### src/rtl/errlog_pkg.sv
package errlog_pkg;
    localparam int CAUSE_W    = 4;
    localparam int C_IDLE     = 0;
    localparam int C_ILLEGAL  = 1;
    localparam int C_OVERLAP  = 2;
    localparam int C_PROT     = 3;
    typedef logic [CAUSE_W-1:0] cause_t;
endpackage

### src/rtl/errlog_detect.sv
module errlog_detect
    import errlog_pkg::*;
(
    input  logic   req_valid,
    input  logic   idle_req,
    input  logic   cmd_illegal,
    input  logic   prot_overlap,
    input  logic   prot_violation,
    output cause_t cause,
    output logic   fault
);
    always_comb begin
        cause            = '0;
        cause[C_IDLE]    = req_valid & idle_req;
        cause[C_ILLEGAL] = req_valid & cmd_illegal;
        cause[C_OVERLAP] = req_valid & prot_overlap;
        cause[C_PROT]    = req_valid & prot_violation;
        fault            = |cause;
    end
endmodule

### src/rtl/errlog_resp.sv
module errlog_resp (
    input  logic clk,
    input  logic rst_n,
    input  logic req_valid,
    input  logic fault,
    output logic rsp_valid,
    output logic rsp_err
);
    typedef struct packed {
        logic vld;
        logic err;
    } rsp_t;

    rsp_t rsp_d, rsp_q;

    always_comb begin
        rsp_d     = rsp_q;
        rsp_d.vld = req_valid;
        rsp_d.err = req_valid & fault;
    end

    always_ff @(posedge clk or negedge rst_n) begin
        if (!rst_n) rsp_q <= '0;
        else        rsp_q <= rsp_d;
    end

    assign rsp_valid = rsp_q.vld;
    assign rsp_err   = rsp_q.err;

    a_r2_rsp_follows_req: assert property (@(posedge clk) disable iff (!rst_n)
        req_valid |=> rsp_valid);
    a_r2_no_spurious_rsp: assert property (@(posedge clk) disable iff (!rst_n)
        !req_valid |=> !rsp_valid);
    a_r3_err_only_with_rsp: assert property (@(posedge clk) disable iff (!rst_n)
        rsp_err |-> rsp_valid);
endmodule

### src/rtl/errlog_capture.sv
module errlog_capture
    import errlog_pkg::*;
#(
    parameter int ADDR_W = 32
) (
    input  logic              clk,
    input  logic              rst_n,
    input  logic              fault,
    input  cause_t            cause,
    input  logic [ADDR_W-1:0] req_addr,
    input  logic              clr,
    output logic              valid,
    output logic [ADDR_W-1:0] addr,
    output cause_t            cause_q
);
    typedef struct packed {
        logic              vld;
        cause_t            cause;
        logic [ADDR_W-1:0] addr;
    } rec_t;

    rec_t rec_d, rec_q;
    logic armed;

    always_comb begin
        rec_d = rec_q;
        armed = ~rec_q.vld | clr;
        if (fault && armed) begin
            rec_d.vld   = 1'b1;
            rec_d.cause = cause;
            rec_d.addr  = req_addr;
        end else if (clr) begin
            rec_d.vld   = 1'b0;
            rec_d.cause = '0;
        end
    end

    always_ff @(posedge clk or negedge rst_n) begin
        if (!rst_n) rec_q <= '0;
        else        rec_q <= rec_d;
    end

    assign valid   = rec_q.vld;
    assign addr    = rec_q.addr;
    assign cause_q = rec_q.cause;

    a_r6_locked_record: assert property (@(posedge clk) disable iff (!rst_n)
        (valid && !clr) |=> ($stable(addr) && $stable(cause_q) && valid));
    a_r8_clear_with_fault: assert property (@(posedge clk) disable iff (!rst_n)
        (clr && fault) |=> valid);
    a_r7_clear_empties: assert property (@(posedge clk) disable iff (!rst_n)
        (clr && !fault) |=> (!valid && cause_q == '0 && $stable(addr)));
    a_r5_cause_when_valid: assert property (@(posedge clk) disable iff (!rst_n)
        valid |-> (cause_q != '0));
    a_r5_empty_when_idle: assert property (@(posedge clk) disable iff (!rst_n)
        !valid |-> (cause_q == '0));
    a_r10_clean_no_log: assert property (@(posedge clk) disable iff (!rst_n)
        (!fault && !clr) |=> ($stable(addr) && $stable(cause_q) && $stable(valid)));
endmodule

### src/rtl/errlog_top.sv
module errlog_top
    import errlog_pkg::*;
#(
    parameter int ADDR_W = 32,
    parameter int DATA_W = 32
) (
    input  logic              clk,
    input  logic              rst_n,
    input  logic              req_valid,
    input  logic [ADDR_W-1:0] req_addr,
    input  logic              idle_req,
    input  logic              cmd_illegal,
    input  logic              prot_overlap,
    input  logic              prot_violation,
    output logic              rsp_valid,
    output logic              rsp_err,
    input  logic              reg_sel,
    input  logic              reg_wr,
    input  logic [DATA_W-1:0] reg_wdata,
    output logic [DATA_W-1:0] reg_rdata,
    output logic              irq
);
    localparam int CREG_W = CAUSE_W + 1;

    cause_t              cause, cause_q;
    logic                fault, clr, valid;
    logic [ADDR_W-1:0]   addr_q;
    logic [DATA_W-1:0]   addr_word, cause_word;

    assign clr = reg_wr & reg_sel & reg_wdata[0];

    errlog_detect u_detect (
        .req_valid     (req_valid),
        .idle_req      (idle_req),
        .cmd_illegal   (cmd_illegal),
        .prot_overlap  (prot_overlap),
        .prot_violation(prot_violation),
        .cause         (cause),
        .fault         (fault)
    );

    errlog_resp u_resp (
        .clk      (clk),
        .rst_n    (rst_n),
        .req_valid(req_valid),
        .fault    (fault),
        .rsp_valid(rsp_valid),
        .rsp_err  (rsp_err)
    );

    errlog_capture #(.ADDR_W(ADDR_W)) u_capture (
        .clk     (clk),
        .rst_n   (rst_n),
        .fault   (fault),
        .cause   (cause),
        .req_addr(req_addr),
        .clr     (clr),
        .valid   (valid),
        .addr    (addr_q),
        .cause_q (cause_q)
    );

    generate
        if (ADDR_W < DATA_W) begin : g_addr_pad
            assign addr_word = {{(DATA_W-ADDR_W){1'b0}}, addr_q};
        end else begin : g_addr_trunc
            assign addr_word = addr_q[DATA_W-1:0];
        end
        if (CREG_W < DATA_W) begin : g_cause_pad
            assign cause_word = {{(DATA_W-CREG_W){1'b0}}, cause_q, valid};
        end else begin : g_cause_fit
            assign cause_word = DATA_W'({cause_q, valid});
        end
    endgenerate

    assign reg_rdata = reg_sel ? cause_word : addr_word;
    assign irq       = valid;

    a_r3_err_matches_fault: assert property (@(posedge clk) disable iff (!rst_n)
        req_valid |=> (rsp_err == $past(idle_req | cmd_illegal | prot_overlap | prot_violation)));
    a_r9_irq_valid_bit: assert property (@(posedge clk) disable iff (!rst_n)
        irq == cause_word[0]);
endmodule

### config.mk
export PLATFORM = sky130hd
export DESIGN_NAME = errlog_top
export DESIGN_NICKNAME = d
export VERILOG_FILES = /design/src/rtl/errlog_pkg.sv /design/src/rtl/errlog_detect.sv /design/src/rtl/errlog_resp.sv /design/src/rtl/errlog_capture.sv /design/src/rtl/errlog_top.sv
export SDC_FILE = /design/constraint.sdc
export NUM_CORES = 1
export LEC_CHECK = 0
export BUFFER_PORTS_ARGS = -buffer_cell sky130_fd_sc_hd__buf_2
export CAP_MARGIN = 20
export CORE_ASPECT_RATIO = 0.7
export CORE_MARGIN = 1.5
export CORE_UTILIZATION = 30
export CTS_BUF_LIST = sky130_fd_sc_hd__clkbuf_16
export CTS_CLUSTER_SIZE = 16
export DETAILED_ROUTE_END_ITERATION = 8
export HOLD_SLACK_MARGIN = 0.06
export PLACE_DENSITY = 0.68
export SYNTH_ARGS = -nofsm -noshare
export SYNTH_HDL_FRONTEND = slang
export SYNTH_SLANG_ARGS = --single-unit
export TNS_END_PERCENT = 20
### constraint.sdc
create_clock -name clk -period 1.9 [get_ports clk]
set_clock_uncertainty 0.15 [all_clocks]
set_input_delay 0.19 -clock clk [delete_from_list [all_inputs] [get_ports clk]]
set_output_delay 0.19 -clock clk [all_outputs]
set_load 0.1 [all_outputs]
* After elaboration in Yosys (flattened, before gate mapping)
Cells that the tools add are included.
Storage, ports and cells: bits in registers 39, bits of input ports 73, output and inout bits 35, word-level logic and storage cells 20
Operators by class: multiplexer cells 3, bitwise logic cells 9, reduce and logical (&&, ||, !) cells 3
Operators by type and width (number):
- $mux W32 | 1
- $mux W5 | 2
- $and A1 B1 Y1 | 7
- $reduce_or A4 Y1 | 1
- $reduce_bool A2 Y1 | 1
- $logic_and A1 B1 Y1 | 1
- $not A1 Y1 | 1
- $or A1 B1 Y1 | 1

* Longest topological paths before layout
depth in word-level cells 5, gate-level depth with buffers 4, mapped depth without buffers 3

* Cells and area by module
Synthesis repeated with hierarchy kept, for this count alone.
Second synthesis, totals: cells, all modules 126, area total of the unflattened synthesis 1876.8 sq um
By module, submodules not included:
- errlog_capture | times used 1, cells each 82, area an instance 1520.2 sq um, sequential area each 925.9 sq um
- errlog_top | times used 1, cells each 36, area an instance 262.8 sq um, sequential area each 0.0 sq um
- errlog_resp | times used 1, cells each 3, area an instance 56.3 sq um, sequential area each 50.0 sq um
- errlog_detect | times used 1, cells each 5, area an instance 37.5 sq um, sequential area each 0.0 sq um

* Worst setup path after synthesis
Ideal clock, no wire load.
kind input -> output, from input port reg_sel, to output port reg_rdata[10], arrival time 1.738 ns, data required time 1.560 ns, setup slack -0.178 ns, stages 2, buffers on the path 1, cell sequence clkbuf_1 -> nor2b_1
On the way: cells in the longest elaborated chain, start to end 1
Ends and longest elaborated chain:
- start: declaration | line errlog_top.sv:17 | input logic reg_sel,
- $mux W32 | line errlog_top.sv:76 | assign reg_rdata = reg_sel ? cause_word : addr_word;
- end: declaration | line errlog_top.sv:20 | output logic [DATA_W-1:0] reg_rdata,
Every way passes these cells.

* Final worst setup path
from register u_capture.rec_q, in the netlist u_capture.valid, to register u_capture.rec_q, in the netlist u_capture.addr[22]
On the way: cells in the longest elaborated chain, start to end 3
Ends and longest elaborated chain:
- start: declaration | line errlog_capture.sv:22 | rec_t rec_d, rec_q;
- start signal: assignment | line errlog_capture.sv:40 | else rec_q <= rec_d;
- $not A1 Y1 | line errlog_capture.sv:27 | armed = ~rec_q.vld | clr;
- $or A1 B1 Y1 | line errlog_capture.sv:27
- $logic_and A1 B1 Y1 | line errlog_capture.sv:28 | if (fault && armed) begin
Every way passes these cells. A chain may end at the register's enable or synchronous reset.

==> impl_metrics.json <==
{
  "status": "finished, final reports clean",
  "netlist_instances": 120,
  "p_total_mw": 3.75,
  "yosys_warnings": 0,
  "cts_buffers": 5,
  "vias_per_cell": 4.34,
  "antenna_found_initial": 0,
  "synth_ff_type": "dfrtp_1",
  "fin_area_um2": 3040,
  "start_kind": "flip-flop",
  "p_leak_nw": 1.44,
  "worst_hold_path.num_cells": 4,
  "synth_top_area_cell": "dfrtp_1",
  "worst_pin_slew_ns": 0.504,
  "grt_max_degree": 33,
  "hold_class": "primary input to flip-flop",
  "root_buffer": "clkbuf_16",
  "regToRegSetupSlack_ns": 0.20,
  "first_iter_violations": 50,
  "finalHoldViolCount": 0,
  "fillers": 496,
  "required_ns": 1.91,
  "synth_top_area_share_pct": 53.9,
  "ys_types": 13,
  "cap_violations": 0,
  "gp_congestion": 0.723,
  "nets": 315,
  "area_growth_pct": 67.7,
  "htreeDepth": 2,
  "synth_area_leaders": "dfrtp_1, mux2_4, nor2b_1",
  "dr.pass1.iters": 4,
  "crit_chain": "a21oi_4, buf_4, mux2_2",
  "syn-num-nets": 193,
  "slew_headroom_pct": 66.7,
  "critPathKind": "flip-flop to flip-flop",
  "hold_ws_ns": 0.113,
  "clock_path_buffers": 2,
  "setup_viol": 0,
  "wirelength_mm": 4.45,
  "cpMaxStageDelayCell": "dfrtp_1",
  "synth-edff-count": 0,
  "end_kind": "flip-flop",
  "synth_seq_cells": 39,
  "arrival_ns": 1.72,
  "cts_sinks": 39,
  "cpPeakStageDelay_ns": 0.45,
  "gr-total-overflow": 0,
  "die-width_um": 95.9,
  "seq_area_frac_synth_pct": 53.9,
  "grt_pass1_vias": 1468,
  "io_buffers": 76,
  "start_util_pct": 31.3,
  "grt_pass1_wl_mm": 7.07,
  "layout-drive-gt1-share_pct": 53.5,
  "instances_no_fill": 318,
  "placementRows": 23,
  "fin_crit_sh_pct": 89.6,
  "wl_per_cell_um": 14.0,
  "ir_worst_vdd_uv": 689,
  "rsz0062_at_grt": "false",
  "power_density_nw_per_um2": 1230,
  "synth_common_cells": "dfrtp_1, nor2b_1, mux2_4",
  "drv_slew": 0,
  "hpwl_mm": 3.07,
  "fp.coreArea_um2": 5780,
  "yosysMostFrequentCell": "dfrtp_1",
  "clock.fmax_ghz": 0.587,
  "cts_tree": "built",
  "place_inst": 272,
  "clock_latency_ns": 0.28,
  "drtAntennaViolNets": 0,
  "worst-path-max-fanout": 10,
  "drc_errors": 0,
  "placed_area_um2": 2520,
  "reg2regPathDepth": 3,
  "post_cts_buffers": 0,
  "vias": 1379,
  "async_reset_ff_share_pct": 100,
  "ios": 108,
  "syn_avg_cell_area_um2": 15.1,
  "path_clk_slew_ns": 0.06,
  "die_area_um2": 6520,
  "die_h_um": 68.0,
  "grt_use_total_pct": 14.9,
  "fin_util_pct": 52.5,
  "diodes": 0,
  "syn-cell-area_um2": 1810,
  "fin_crit_ns": 1.70
}
[per-layer routing]
layer,part of all wire [%],vias to the layer above,global-route usage [%]
li1,-,650,-
met1,45,677,18.8
met2,46,45,23.3
met3,6.9,7,5.11
met4,1.7,0,6.62
met5,0,-,0
[sequential cells by signal, indices dropped and copies added (netlist names)]
| register | cells |
|---|---|
| u_capture.addr | 32 |
| u_resp.rsp_valid | 1 |
| u_capture.cause_q | 4 |
| u_resp.rsp_err | 1 |
| u_capture.valid | 1 |
[cell families after synthesis]
logic type / after synthesis / synth area share [%]
compound gates: 7 / 4.77
flops: 39 / 53.9
mux: 37 / 28.4
simple gates: 30 / 10.3
buf+inv: 7 / 2.69
[metrics by stage]
stage	TNS [ns]	worst slack, ns
2_1_floorplan	-6.46	-0.178
6_report	0	0.197
4_1_cts	0	0.170
3_3_place_gp	0	0.194
5_1_grt	0	0.108
3_5_place_dp	0	0.188
[cell usage in the layout (no fill, tap or decap), drive strengths merged]
| cell | instances |
|---|---|
| buf | 83 |
| dfrtp | 39 |
| dlygate4sd3 | 38 |
| mux2 | 37 |
| nor2b | 27 |
| clkbuf | 5 |
| a22o | 4 |
| inv | 3 |
| nand2 | 2 |
| o41ai | 1 |
| nand3 | 1 |
| a21oi | 1 |
| o21a | 1 |
| clkinv | 1 |
[worst paths after layout]
path	from	endpoint
max in group asynchronous	rst_n	u_capture.addr[31]$_DFFE_PN0P_
min reg2reg	u_capture.addr[19]$_DFFE_PN0P_	u_capture.addr[19]$_DFFE_PN0P_
max reg2reg	u_capture.valid$_DFFE_PN0P_	u_capture.addr[22]$_DFFE_PN0P_
min	reg_wr	u_capture.valid$_DFFE_PN0P_
max	u_capture.valid$_DFFE_PN0P_	u_capture.addr[22]$_DFFE_PN0P_
min in group asynchronous	rst_n	u_resp.rsp_err$_DFF_PN0_
[area by class of cell]
| class | instances | area [um2] | area share [%] |
|---|---|---|---|
| repair buffers | 121 | 1040 | 34.2 |
| flip-flops and latches | 39 | 976 | 32.1 |
| multi-input cells | 74 | 790 | 26.0 |
| clock buffers | 5 | 125 | 4.12 |
| well taps | 75 | 93.8 | 3.09 |
| clock inverters | 3 | 12.5 | 0.412 |
| inverters | 1 | 3.75 | 0.124 |
[what timing repair did]
item | CTS | global route
hold buffers | 38 | 0
resized for setup | 0 | 0
hold endpoints to repair | 76 | 0
[worst max-delay path, delay by kind of cell, from the launching register on]
family	cells	cell delay, ns
flip-flops	1	0.45
buffers and inverters	1	0.29
AO/OA/AOI/OAI	1	0.35
multiplexers	1	0.35
[power breakdown]
group	switching [mW]	internal [mW]	total, mW
combinational	1.17	0.659	1.83
sequential	0.105	1.04	1.14
clock	0.308	0.474	0.781
total	1.58	2.17	3.75
Power figures use the tool's default switching activity.
